===== config.mk =====
export PLATFORM = sky130hd
export DESIGN_NAME = bridge_deadtime_steer
export DESIGN_NICKNAME = d
export VERILOG_FILES = /design/src/rtl/bds_pkg.sv /design/src/rtl/bds_ramp.sv /design/src/rtl/bds_saw.sv /design/src/rtl/bds_steer.sv /design/src/rtl/bridge_deadtime_steer.sv
export SDC_FILE = /design/constraint.sdc
export NUM_CORES = 1
export LEC_CHECK = 0
export ABC_AREA = 1
export BUFFER_PORTS_ARGS = -buffer_cell sky130_fd_sc_hd__buf_2
export CAP_MARGIN = 20
export CORE_AREA = 5 5 135 98
export CTS_BUF_LIST = sky130_fd_sc_hd__clkbuf_8
export CTS_CLUSTER_SIZE = 40
export DETAILED_ROUTE_END_ITERATION = 7
export DIE_AREA = 0 0 140 103
export HOLD_SLACK_MARGIN = 0.02
export PLACE_DENSITY = 0.67
export SYNTH_ARGS = -nofsm -noshare
export SYNTH_HDL_FRONTEND = slang
export SYNTH_SLANG_ARGS = --single-unit

===== constraint.sdc =====
create_clock -name clk -period 4.9 [get_ports clk]
set_input_delay 0.98 -clock clk [delete_from_list [all_inputs] [get_ports clk]]
set_output_delay 0.98 -clock clk [all_outputs]
set_load 0.05 [all_outputs]

===== src/rtl/bds_pkg.sv =====
package bds_pkg;
  typedef enum logic [1:0] {
    MODE_PREHEAT = 2'd0,
    MODE_IGNITE  = 2'd1,
    MODE_RUN     = 2'd2,
    MODE_RUN_ALT = 2'd3
  } op_mode_e;

  typedef enum logic {
    PH_CHARGE = 1'b0,
    PH_DEAD   = 1'b1
  } saw_phase_e;
endpackage


===== src/rtl/bds_ramp.sv =====
module bds_ramp #(
  parameter int LEN_W  = 12,
  parameter int STEP_W = 8
) (
  input  logic                 clk,
  input  logic                 rst,
  input  logic                 en,
  input  bds_pkg::op_mode_e    mode,
  input  logic [LEN_W-1:0]     start_len,
  input  logic [LEN_W-1:0]     preheat_len,
  input  logic [LEN_W-1:0]     min_len,
  input  logic [LEN_W-1:0]     run_len,
  input  logic [STEP_W-1:0]    step_periods,
  input  logic                 wrap,
  output logic [LEN_W-1:0]     len_next
);
  import bds_pkg::*;

  logic [LEN_W-1:0]  cur;
  logic [LEN_W-1:0]  target;
  logic [STEP_W-1:0] divcnt;
  logic [STEP_W:0]   dnext;
  logic              at_tgt;
  logic              step_now;

  // the mode picks the target
  always_comb begin
    case (mode)
      MODE_PREHEAT: target = preheat_len;
      MODE_IGNITE:  target = min_len;
      default:      target = run_len;
    endcase
  end

  // a step is due after step_periods wraps; 0 acts as 1
  assign dnext    = {1'b0, divcnt} + (STEP_W+1)'(1);
  assign at_tgt   = (cur == target);
  assign step_now = en && wrap && !at_tgt && (dnext >= {1'b0, step_periods});

  // lookahead: the sawtooth latches this value at the same wrap edge
  always_comb begin
    if (!en)
      len_next = start_len;
    else if (step_now)
      len_next = (cur < target) ? cur + LEN_W'(1) : cur - LEN_W'(1);
    else
      len_next = cur;
  end

  always_ff @(posedge clk) begin
    if (rst || !en) begin
      cur    <= start_len;
      divcnt <= '0;
    end else if (wrap) begin
      cur <= len_next;
      if (at_tgt || step_now)
        divcnt <= '0;
      else
        divcnt <= dnext[STEP_W-1:0];
    end
  end

  // while enabled the length moves by at most one count per clock
  a_r5_unit_step: assert property (@(posedge clk) disable iff (rst)
    (en && $past(en)) |->
      (cur == $past(cur) || cur == $past(cur) + LEN_W'(1) || cur == $past(cur) - LEN_W'(1)));
endmodule


===== src/rtl/bds_saw.sv =====
module bds_saw #(
  parameter int LEN_W  = 12,
  parameter int DEAD_W = 8
) (
  input  logic                   clk,
  input  logic                   rst,
  input  logic                   en,
  input  logic [LEN_W-1:0]       len_in,
  input  logic [DEAD_W-1:0]      dead_in,
  output bds_pkg::saw_phase_e    phase,
  output logic                   chg_end,
  output logic                   wrap
);
  import bds_pkg::*;

  localparam int CNT_W = (LEN_W > DEAD_W) ? LEN_W : DEAD_W;

  logic [CNT_W-1:0]  cnt;
  logic [LEN_W-1:0]  cur_chg;
  logic [DEAD_W-1:0] cur_dead;
  logic [LEN_W-1:0]  eff_len;
  logic [DEAD_W-1:0] eff_dead;
  logic              chg_last;
  logic              dead_last;

  // zero lengths act as one clock
  assign eff_len  = (len_in  == '0) ? LEN_W'(1)  : len_in;
  assign eff_dead = (dead_in == '0) ? DEAD_W'(1) : dead_in;

  assign chg_last  = (cnt == CNT_W'(cur_chg)  - CNT_W'(1));
  assign dead_last = (cnt == CNT_W'(cur_dead) - CNT_W'(1));
  assign chg_end   = en && (phase == PH_CHARGE) && chg_last;
  assign wrap      = en && (phase == PH_DEAD) && dead_last;

  always_ff @(posedge clk) begin
    if (rst || !en) begin
      phase    <= PH_CHARGE;
      cnt      <= '0;
      cur_chg  <= eff_len;
      cur_dead <= eff_dead;
    end else if (phase == PH_CHARGE) begin
      if (chg_last) begin
        phase <= PH_DEAD;
        cnt   <= '0;
      end else begin
        cnt <= cnt + CNT_W'(1);
      end
    end else begin
      if (dead_last) begin
        // new lengths are taken only at a period boundary
        phase    <= PH_CHARGE;
        cnt      <= '0;
        cur_chg  <= eff_len;
        cur_dead <= eff_dead;
      end else begin
        cnt <= cnt + CNT_W'(1);
      end
    end
  end

  // the latched lengths hold for the whole period
  a_r7_hold_len: assert property (@(posedge clk) disable iff (rst)
    ($past(en) && !$past(wrap)) |-> ($stable(cur_chg) && $stable(cur_dead)));
endmodule


===== src/rtl/bds_steer.sv =====
module bds_steer (
  input  logic                 clk,
  input  logic                 rst,
  input  logic                 en,
  input  bds_pkg::saw_phase_e  phase,
  input  logic                 chg_end,
  output logic                 hi,
  output logic                 lo,
  output logic                 lo_fall
);
  import bds_pkg::*;

  logic sel;   // 0: low side, 1: high side
  logic lo_d;
  logic hi_d;
  logic lo_seen;

  assign lo_d = (phase == PH_CHARGE) && !sel;
  assign hi_d = (phase == PH_CHARGE) &&  sel;

  always_ff @(posedge clk) begin
    if (rst) begin
      sel     <= 1'b0;
      lo      <= 1'b0;
      hi      <= 1'b0;
      lo_fall <= 1'b0;
    end else if (!en) begin
      // outputs off, toggle back to the low side
      sel     <= 1'b0;
      lo      <= 1'b0;
      hi      <= 1'b0;
      lo_fall <= lo;
    end else begin
      // toggle at each end of charge
      sel     <= sel ^ chg_end;
      lo      <= lo_d;
      hi      <= hi_d;
      lo_fall <= lo & ~lo_d;
    end
  end

  always_ff @(posedge clk) begin
    if (rst || !en) lo_seen <= 1'b0;
    else if (lo)    lo_seen <= 1'b1;
  end

  a_r2_exclusive: assert property (@(posedge clk) disable iff (rst)
    !(hi && lo));
  a_r2_dead_blank: assert property (@(posedge clk) disable iff (rst)
    (en && phase == PH_DEAD) |=> (!hi && !lo));
  a_r3_lo_first: assert property (@(posedge clk) disable iff (rst)
    hi |-> lo_seen);
  a_r4_off: assert property (@(posedge clk) disable iff (rst)
    !en |=> (!hi && !lo));
  a_r8_strobe: assert property (@(posedge clk) disable iff (rst)
    lo_fall |-> (!lo && $past(lo)));
endmodule


===== src/rtl/bridge_deadtime_steer.sv =====
module bridge_deadtime_steer #(
  parameter int LEN_W  = 12,
  parameter int DEAD_W = 8,
  parameter int STEP_W = 8
) (
  input  logic              clk,
  input  logic              rst,
  input  logic              en,
  input  logic [1:0]        mode,
  input  logic [LEN_W-1:0]  start_len,
  input  logic [LEN_W-1:0]  preheat_len,
  input  logic [LEN_W-1:0]  min_len,
  input  logic [LEN_W-1:0]  run_len,
  input  logic [DEAD_W-1:0] dead_len,
  input  logic [STEP_W-1:0] step_periods,
  output logic              hi,
  output logic              lo,
  output logic              lo_fall
);
  import bds_pkg::*;

  op_mode_e         mode_e;
  saw_phase_e       phase;
  logic             chg_end;
  logic             wrap;
  logic [LEN_W-1:0] len_next;

  assign mode_e = op_mode_e'(mode);

  bds_ramp #(.LEN_W(LEN_W), .STEP_W(STEP_W)) u_ramp (
    .clk(clk), .rst(rst), .en(en), .mode(mode_e),
    .start_len(start_len), .preheat_len(preheat_len),
    .min_len(min_len), .run_len(run_len),
    .step_periods(step_periods), .wrap(wrap), .len_next(len_next)
  );

  bds_saw #(.LEN_W(LEN_W), .DEAD_W(DEAD_W)) u_saw (
    .clk(clk), .rst(rst), .en(en), .len_in(len_next), .dead_in(dead_len),
    .phase(phase), .chg_end(chg_end), .wrap(wrap)
  );

  bds_steer u_steer (
    .clk(clk), .rst(rst), .en(en), .phase(phase), .chg_end(chg_end),
    .hi(hi), .lo(lo), .lo_fall(lo_fall)
  );
endmodule


## After elaboration in Yosys (flattened, before gate mapping)

Cells that the tools add are included.
W data, S select, Z words.

| storage, ports and cells | value |
|---|---|
| register bits | 57 |
| latch bits | 0 |
| memory bits (writable) | 0 |
| bits in read-only memories | 0 |
| input bits | 69 |
| output and inout bits | 3 |
| memories | 0 |

| operators by class | value |
|---|---|
| $add $sub $neg | 6 |
| multipliers | 0 |
| divide/modulo/power cells | 0 |
| order comparisons | 2 |
| equality and inequality tests | 4 |
| shift-type cells | 0 |
| multiplexer cells | 22 |
| bitwise gates (word level) | 5 |
| reduce and logical (&&, ||, !) cells | 22 |

Operators with widths:

| kind | number |
|---|---|
| $mux W12 | 12 |
| $mux W8 | 5 |
| $eq A12 B12 Y1 | 3 |
| $add A12 B1 Y12 const B | 2 |
| $pmux W12 S2 | 1 |
| $sub A12 B1 Y12 const B | 2 |
| $logic_not A12 Y1 | 1 |
| $lt A12 B12 Y1 | 1 |
| $add A8 B1 Y9 const B | 1 |
| $ge A9 B8 Y1 | 1 |
| $logic_and A1 B1 Y1 | 9 |
| $sub A8 B1 Y9 const B | 1 |
| $logic_not A8 Y1 | 1 |
| $reduce_bool A2 Y1 | 3 |
| $mux W1 | 4 |
| $logic_not A1 Y1 | 3 |
| $not A1 Y1 | 3 |
| $eq A2 B1 Y1 const B | 1 |
| $logic_not A2 Y1 | 1 |
| $logic_or A1 B1 Y1 | 2 |
| $reduce_and A2 Y1 | 1 |
| $reduce_or A2 Y1 | 1 |
| $and A1 B1 Y1 | 1 |
| $xor A1 B1 Y1 | 1 |

## Depth between registers and ports, before layout

Gate-level depths: netlist (run 1).

| depth | value |
|---|---|
| word-level depth | 13 |
| depth in mapped cells | 27 |
| gate-level depth less buffers | 27 |

## By module

From an unflattened synthesis (run 1), not the netlist that was laid out.

| unflattened totals | value |
|---|---|
| cells, all modules | 719 |
| area, all modules | 4953.5 µm² |

Modules (own cells, without submodules):

| module | instances | cells an instance | area each (µm²) | seq. area each (µm²) |
|---|---|---|---|---|
| bds_ramp | 1 | 401 | 2680.1 | 520.5 |
| bds_saw | 1 | 299 | 2128.3 | 860.8 |
| bds_steer | 1 | 19 | 145.1 | 80.1 |

## Worst setup path after synthesis (run 1)

No wires, ideal clock.

| path | value |
|---|---|
| path kind | in2reg |
| from | input port mode[1] |
| to | register u_saw.cur_chg[0], data pin |
| arrival | 4.271 ns |
| slack | 0.377 ns |
| stages | 23 |
| path through | clkbuf_1 > nor2_1 > inv_1 > o21bai_1 > ha_1 > a21oi_1 > nor2_1 > a211oi_1 > nand3_1 > ha_1 > a21oi_1 > nand2_1 > a21boi_0 > o21ai_0 > xnor2_1 > nand2_2 > nand3_2 > nand2_2 > nor2_1 > nand2_1 > nor2_1 > nand2_1 > nand2_1 |

| between the ends | value |
|---|---|
| word-level cells in the longest chain between the ends | 13 |
| elaborated cells on any way between the ends | 16 |

Ends and longest elaborated chain:

| item | line | source |
|---|---|---|
| start, declared | bridge_deadtime_steer.sv:9 | `input logic [1:0] mode,` |
| $eq A2 B1 Y1 or $logic_not A2 Y1 (tied branches) | bds_ramp.sv:28 | `case (mode)` |
| $pmux W12 S2 * | bds_ramp.sv:28 |  |
| branches (longest 4 deep; another with $lt A12 B12 Y1) | - |  |
| $mux W12 * | bds_ramp.sv:44 | `else if (step_now)` |
| $mux W12 * | bds_ramp.sv:42 | `if (!en)` |
| $logic_not A12 Y1 | bds_saw.sv:27 | `assign eff_len = (len_in == '0) ? LEN_W'(1) : len_in;` |
| $mux W12 * | bds_saw.sv:27 |  |
| $mux W12 | bds_saw.sv:49 | `if (dead_last) begin` |
| $mux W12 | bds_saw.sv:41 | `end else if (phase == PH_CHARGE) begin` |
| $mux W12 * | bds_saw.sv:36 | `if (rst \|\| !en) begin` |
| end signal, assigned | bds_saw.sv:39 | `cur_chg <= eff_len;` |
| end signal, assigned | bds_saw.sv:53 | `cur_chg <= eff_len;` |
| end, declared | bds_saw.sv:19 | `logic [LEN_W-1:0] cur_chg;` |

Mark *: on every way between the ends. The select of a mux whose other input is x is not followed.
A chain may end at the register's enable or synchronous reset.

## Final worst setup path (run 1)

Same ends and word-level chain as after synthesis.

==> results of run 1 <==
[synth_stat cells, drive strengths merged, types with 6 or more instances]
| master | count |
|---|---|
| a22o | 8 |
| a21oi | 37 |
| nand3 | 51 |
| o22ai | 6 |
| o21bai | 11 |
| edfxtp | 32 |
| ha | 34 |
| nand2 | 155 |
| nor2 | 82 |
| xor2 | 22 |
| xnor2 | 14 |
| nand4 | 13 |
| nor3 | 13 |
| inv | 73 |
| clkbuf | 15 |
| dfxtp | 25 |
| o21ai | 26 |
[how the worst max path moves through the flow]
stage                 start          endpoint  depth (start not counted)
finish              mode[1]  u_saw.cur_chg[0]                         26
global route        mode[1]  u_saw.cur_chg[0]                         26
CTS                 mode[1]  u_saw.cur_chg[0]                         26
detailed placement  mode[1]  u_saw.cur_chg[0]                         26
global placement    mode[1]  u_saw.cur_chg[0]                         26
floorplan           mode[1]  u_saw.cur_chg[0]                         23
[power by group through the flow]
stage | logic (mW) | clock network (mW) | registers [mW]
6_report | 0.395 | 0.411 | 0.562
2_1_floorplan | 0.291 | 0 | 0.565
4_1_cts | 0.392 | 0.419 | 0.561
3_3_place_gp | 0.389 | 0 | 0.572
5_1_grt | 0.448 | 0.443 | 0.564
3_5_place_dp | 0.389 | 0 | 0.572
[critical path: stages]
cell,delay [ns]
buf_2,0.16
nor2_1,0.24
inv_1,0.13
o22ai_1,0.11
o21bai_1,0.17
ha_1,0.29
nand2_1,0.08
inv_1,0.03
o21ai_0,0.14
a21o_1,0.14
nand3_1,0.07
buf_4,0.20
ha_1,0.34
a21oi_1,0.15
nand2_1,0.11
a21boi_0,0.29
o21ai_0,0.20
nand3_1,0.14
nand2_1,0.06
nand2_1,0.06
nand3_1,0.07
nand2_1,0.12
nand4_1,0.08
nor2_1,0.14
nand2_1,0.06
nand2_1,0.05
[state kept, by name (all words and copies together), names as in the netlist]
signal and cells:
u_saw.cur_chg 12, u_ramp.divcnt 8, u_saw.cur_dead 8, u_steer.lo 1, u_saw.phase 1, u_steer.lo_fall 1, u_ramp.cur 12, u_steer.hi 1
u_steer.sel 1, u_saw.cnt 12
[layer usage]
metal  GRT usage, %  wire length, um  up-vias
met2           23.0             4490       78
li1               -                -     2271
met1           24.4             6160     1920
met3           3.80              616       12
met4           4.02              136        0
met5              0                0        -
[kinds of logic after synthesis]
family                     Yosys count  synth area share, %
AOI/OAI and AO/OA                   96                 12.3
xor gates and xnor gates            36                 6.83
adders and majority gates           35                 9.65
buffers and inverters               93                 7.80
DFF                                 57                 31.6
and+or+nand+nor                    325                 31.8
[per-stage QoR]
stage / std cells / cell area [um2]
2_1_floorplan: 642 / 4620
3_3_place_gp: 859 / 5120
3_5_place_dp: 859 / 5120
4_1_cts: 875 / 5300
5_1_grt: 875 / 5300
6_report: 875 / 5300
[area by class of cell]
class                      instances  area, um2  share of cell area, %
clock buffer                      10        138                   2.60
inverter                          74        278                   5.25
clock inverter                     6       41.3                  0.780
sequential                        57       1460                   27.6
timing repair buffer              74        378                   7.14
tap                              162        203                   3.83
multi-input combinational        492       2800                   52.8
==> reports/results.ini, run 1 <==
[layout]
final_common_cell=nand2_1
nets=812
layout_common_cells=nand2_1, nor2_1, buf_2
drive_gt1_share_pct=16.4
n_fill_cell=1262
utilization_pct=44.1
antennaDiodeCount=0
syn_to_final_growth_pct=14.7

[timing]
finalHoldViolCount=0
timing.final.ws_setup_ns=0.507
rsz0062_at_grt=no
fin_crit_ns=4.39
finalCritPeriodShare_pct=89.7
fin_setup_tns_ns=0
fmax_mhz=228
clock_skew_ns=0.0151
max_slew_margin_pct=33.9
setup-violations-final=0
tightest_slew_ns=0.991
holdWs_ns=0.458
slew_violations=0

[drt]
drc=0
ant_nets=0
wire_per_inst_um=13.0
detail_route.iter0.violations=411
first_pass_iters=4
wirelength_um=11400
vias=4281
viasPerCell=4.89

[min_path]
min_path_cells=2
min_to=u_steer.lo_fall
hold_path.class=register to register
worstHoldStart=u_steer.lo

[yosys]
async_flop_share_pct=0
syn_avg_cell_area_um2=7.19
ys_ff_latch=57
synth.distinct_cells=37
ys.flop_type=edfxtp_1
synth_cells=642
synth_edf_count=32
synth_top_area_cell=edfxtp_1
synthesis.area_mm2=0.00462
yosys_warnings=0
syn_nets=746
ys_seq_area_share_pct=31.6
synth.area.top_cells=edfxtp_1, nand2_1, dfxtp_1
yosysTopAreaCellShare_pct=20.8

[floorplanning]
ios=72
die_w_um=140
core-area_mm2=0.0120
die_h_um=103
dieArea_mm2=0.0144
rows=34
start_util_pct=38.5

[setup_path]
crit_fanout=12
end_kind=register
regToRegEndpoint=u_saw.cur_chg[0]
path_class=input port to register
reg2regPathDepth=21
cp.required_ns=5.11
r2r_slack_ns=1.44
start_kind=input port
r2r_start=u_ramp.divcnt[0]
critPathArrivalTime_ns=4.60

[job]
cap_violations=0

[pwr]
p_sw_mw=0.472
switching_share_pct=34.5
clockPowerShare_pct=30.1
p_per_area_mw_per_mm2=258
p_leak_nw=2.42
irDropWorstVdd_uv=133
totalPowerFinal_mw=1.37
combPwrFrac_pct=28.9
p_seq_share_pct=41.1
p_int_mw=0.895

[global_routing]
grt_max_degree=30
overflow=0
grt_usage_pct=16.1
grt_pass1_vias=3822
antenna_found_initial=0
grt_pass1_wl_um=18700

[clock_tree]
hold_buffers=0
htreeDepth=3
cts-root-buf=clkbuf_8
cts_made_buffers=9
ctsResizeCount=0
clkLatencyLatePin_ns=0.35
postCtsSetupRepairBufs=0
tritoncts=built
cts_max_path_buffers=2
cts_sinks=57
cts.clk_slew.worst_paths_ns=0.08

[place]
io_buffers=71
dp_slack_ns=0.192
gp_congestion=0.951
dpl.hpwl_um=9220

[status]
outcome=completed

No activity file was read; power rests on OpenSTA's default activity.
==> inputs of run 2 (changes only) <==
Settings changed: CORE_AREA 5 5 135 98 to 3 3 133 96, DIE_AREA 0 0 140 103 to 0 0 136 99, MAX_ROUTING_LAYER from default to met4.
==> run 2 against run 1 <==
Against the previous run:
- clock power is 5.1% lower
- highest routed layer unchanged
- critical path type unchanged
- fmax fell by 1.0%
- sequential cell count did not move
- sequential share of layout area is 0.079 points higher
- via count rose by 2.4%
- largest cell class unchanged
==> reports/results.ini, run 2 (synthesis gave the netlist of run 1 again) <==
[status]
outcome=completed  ; unchanged

[setup_path]
path_class=input port to register  ; unchanged
regToRegEndpoint=u_saw.cur_chg[0]  ; unchanged
crit_end=u_saw.cur_chg[0]  ; unchanged
cp-startpoint=mode[1]  ; unchanged
critPathArrivalTime_ns=4.55  ; was 4.60 ns
cp.required_ns=5.01  ; was 5.11 ns
end_kind=register  ; unchanged
r2r_slack_ns=1.41  ; was 1.44 ns
reg2regPathDepth=22  ; was 21
start_kind=input port  ; unchanged
r2r_start=u_ramp.cur[5]  ; was u_ramp.divcnt[0]
crit_fanout=11  ; was 12

[timing]
slew_violations=0  ; unchanged
rsz0062_at_grt=no  ; unchanged
fin_crit_ns=4.44  ; was 4.39 ns
clock_skew_ns=0.0128  ; was 0.0151 ns
setup-violations-final=0  ; unchanged
max_slew_margin_pct=36.3  ; was 33.9%
fmax_mhz=225  ; was 228 MHz
finalHoldViolCount=0  ; unchanged
tightest_slew_ns=0.954  ; was 0.991 ns
holdWs_ns=0.455  ; was 0.458 ns
finalCritPeriodShare_pct=90.6  ; was 89.7%
fin_setup_tns_ns=0  ; unchanged

[job]
cap_violations=0  ; unchanged

[drt]
viasPerCell=5.04  ; was 4.89
wirelength_um=11700  ; was 11,400 um
wl_met3_um=736  ; was 616 um
detail_route.iter0.violations=375  ; was 411
routed.top_layer=met4  ; unchanged
met1Wirelength_um=5930  ; was 6160 um
met2_length_um=4930  ; was 4490 um
ant_nets=0  ; unchanged
wire_per_inst_um=13.5  ; was 13.0 um
drc=0  ; unchanged
first_pass_iters=5  ; was 4
vias=4383  ; was 4,281

[global_routing]
grt_max_degree=30  ; unchanged
grt_pass1_wl_um=19600  ; was 18,700 um
grt_usage_pct=18.5  ; was 16.1%
antenna_found_initial=0  ; unchanged
overflow=0  ; unchanged
grt_pass1_vias=4084  ; was 3,822

[min_path]
hold_path.class=register to register  ; unchanged

[clock_tree]
cts_made_buffers=9  ; unchanged
htreeDepth=3  ; unchanged
cts_sinks=57  ; unchanged
cts-root-buf=clkbuf_8  ; unchanged
cts.clk_slew.worst_paths_ns=0.07  ; was 0.08 ns
hold_buffers=0  ; unchanged
tritoncts=built  ; unchanged
cts_max_path_buffers=2  ; unchanged
clkLatencyLatePin_ns=0.34  ; was 0.35 ns
postCtsSetupRepairBufs=0  ; unchanged

[place]
dpl.hpwl_um=9460  ; was 9220 um
io_buffers=71  ; unchanged
gp_congestion=0.955  ; was 0.951

[pwr]
p_per_area_mw_per_mm2=257  ; was 258 mW/mm2
irDropWorstVdd_uv=178  ; was 133 uV
p_leak_nw=2.42  ; about the same

[layout]
syn_to_final_growth_pct=14.3  ; was 14.7%
nets=812  ; unchanged
layout_common_cells=nand2_1, nor2_1, inv_1, buf_2, nand3_1  ; was nand2_1, nor2_1, buf_2
antennaDiodeCount=0  ; unchanged
drive_gt1_share_pct=16.3  ; was 16.4%
reg_top3=u_ramp.cur (12), u_saw.cnt (12), u_saw.cur_chg (12)  ; unchanged
final_common_cell=nand2_1  ; unchanged

[floorplanning]
start_util_pct=39.7  ; was 38.5%
die_h_um=99  ; was 103 um
die_w_um=136  ; was 140 um
core-area_mm2=0.0116  ; was 0.0120 mm2
ios=72  ; unchanged
dieArea_mm2=0.0135  ; was 0.0144 mm2
rows=33  ; was 34

run 2: cell count changes in the layout (fill, tap and decap cells not counted), sizes merged:
cell / delta
clkinv: -1
clkinvlp: -1
inv: +2
run 2: power breakdown:
group | internal (mW) | leakage [nW] | switching [mW]
clock network | 0.194 | 0.0984 | 0.196
registers | 0.537 | 0.532 | 0.0249
logic | 0.162 | 1.79 | 0.242
run 2: layer usage:
| metal | global-route usage, % | vias to the layer above |
|---|---|---|
| met5 | - | - |
| met4 | 4.11 | 0 |
| met3 | 3.57 | 10 |
| met2 | 26.2 | 119 |
| met1 | 27.4 | 1983 |
| li1 | - | 2271 |
run 2: cell type report:
type,instances,area (um2)
Clock inverter,6,32.5
Multi-Input combinational cell,492,2800
Clock buffer,10,138
Fill cell,1197,6360
Inverter,74,278
Timing Repair Buffer,74,378
Sequential cell,57,1460
Tap cell,157,196
run 2: worst min path at each step:
stage	startpoint	endpoint	slack, ns	cells past startpoint
finish	u_steer.lo	u_steer.lo_fall	0.46	2
detailed placement	u_steer.lo	u_steer.lo_fall	0.45	2
floorplan	u_saw.phase	u_steer.hi	0.44	1
global placement	u_steer.lo	u_steer.lo_fall	0.46	2
CTS	u_steer.lo	u_steer.lo_fall	0.46	2
global route	u_saw.cnt[0]	u_saw.cnt[0]	0.51	1
run 2: metrics by stage:
| stage | cell area [um2] | setup WS, ns | std cells | util, % | power, mW |
|---|---|---|---|---|---|
| final | 5280 | 0.461 | 870 | 45.3 | 1.36 |
| after global routing | 5280 | 0.0494 | 870 | 45.3 | 1.45 |
| after floorplan | 4620 | 0.377 | 642 | - | 0.856 |
| after CTS | 5280 | 0.476 | 870 | 45.3 | 1.36 |
| after detailed placement | 5110 | 0.125 | 854 | 43.9 | 0.968 |
| after global placement | 5110 | 0.177 | 854 | 43.9 | 0.957 |
run 2: what timing repair did:
action                     4_1_cts  5_1_grt
hold endpoints to repair         0        0
gates resized for setup          0        1
setup endpoints to repair        0        1
run 2: critical path, cell delays in order:
cell and delay [ns]:
buf_2 0.17, nor2_1 0.24, inv_1 0.13, o21bai_1 0.26
ha_1 0.30, nand2_1 0.07, inv_1 0.03, o21ai_0 0.16
a21o_1 0.16, nand3_1 0.11, buf_4 0.21, ha_1 0.37
nand2_1 0.10, o21ai_0 0.22, nand2_1 0.08, o2111ai_1 0.11
xor2_1 0.28, nand2_1 0.09, nand2_1 0.06, nand2_1 0.04
nand2_1 0.07, nand2_1 0.08, nand2_1 0.08, nor2_1 0.04
nand2_1 0.05, nand2_1 0.04
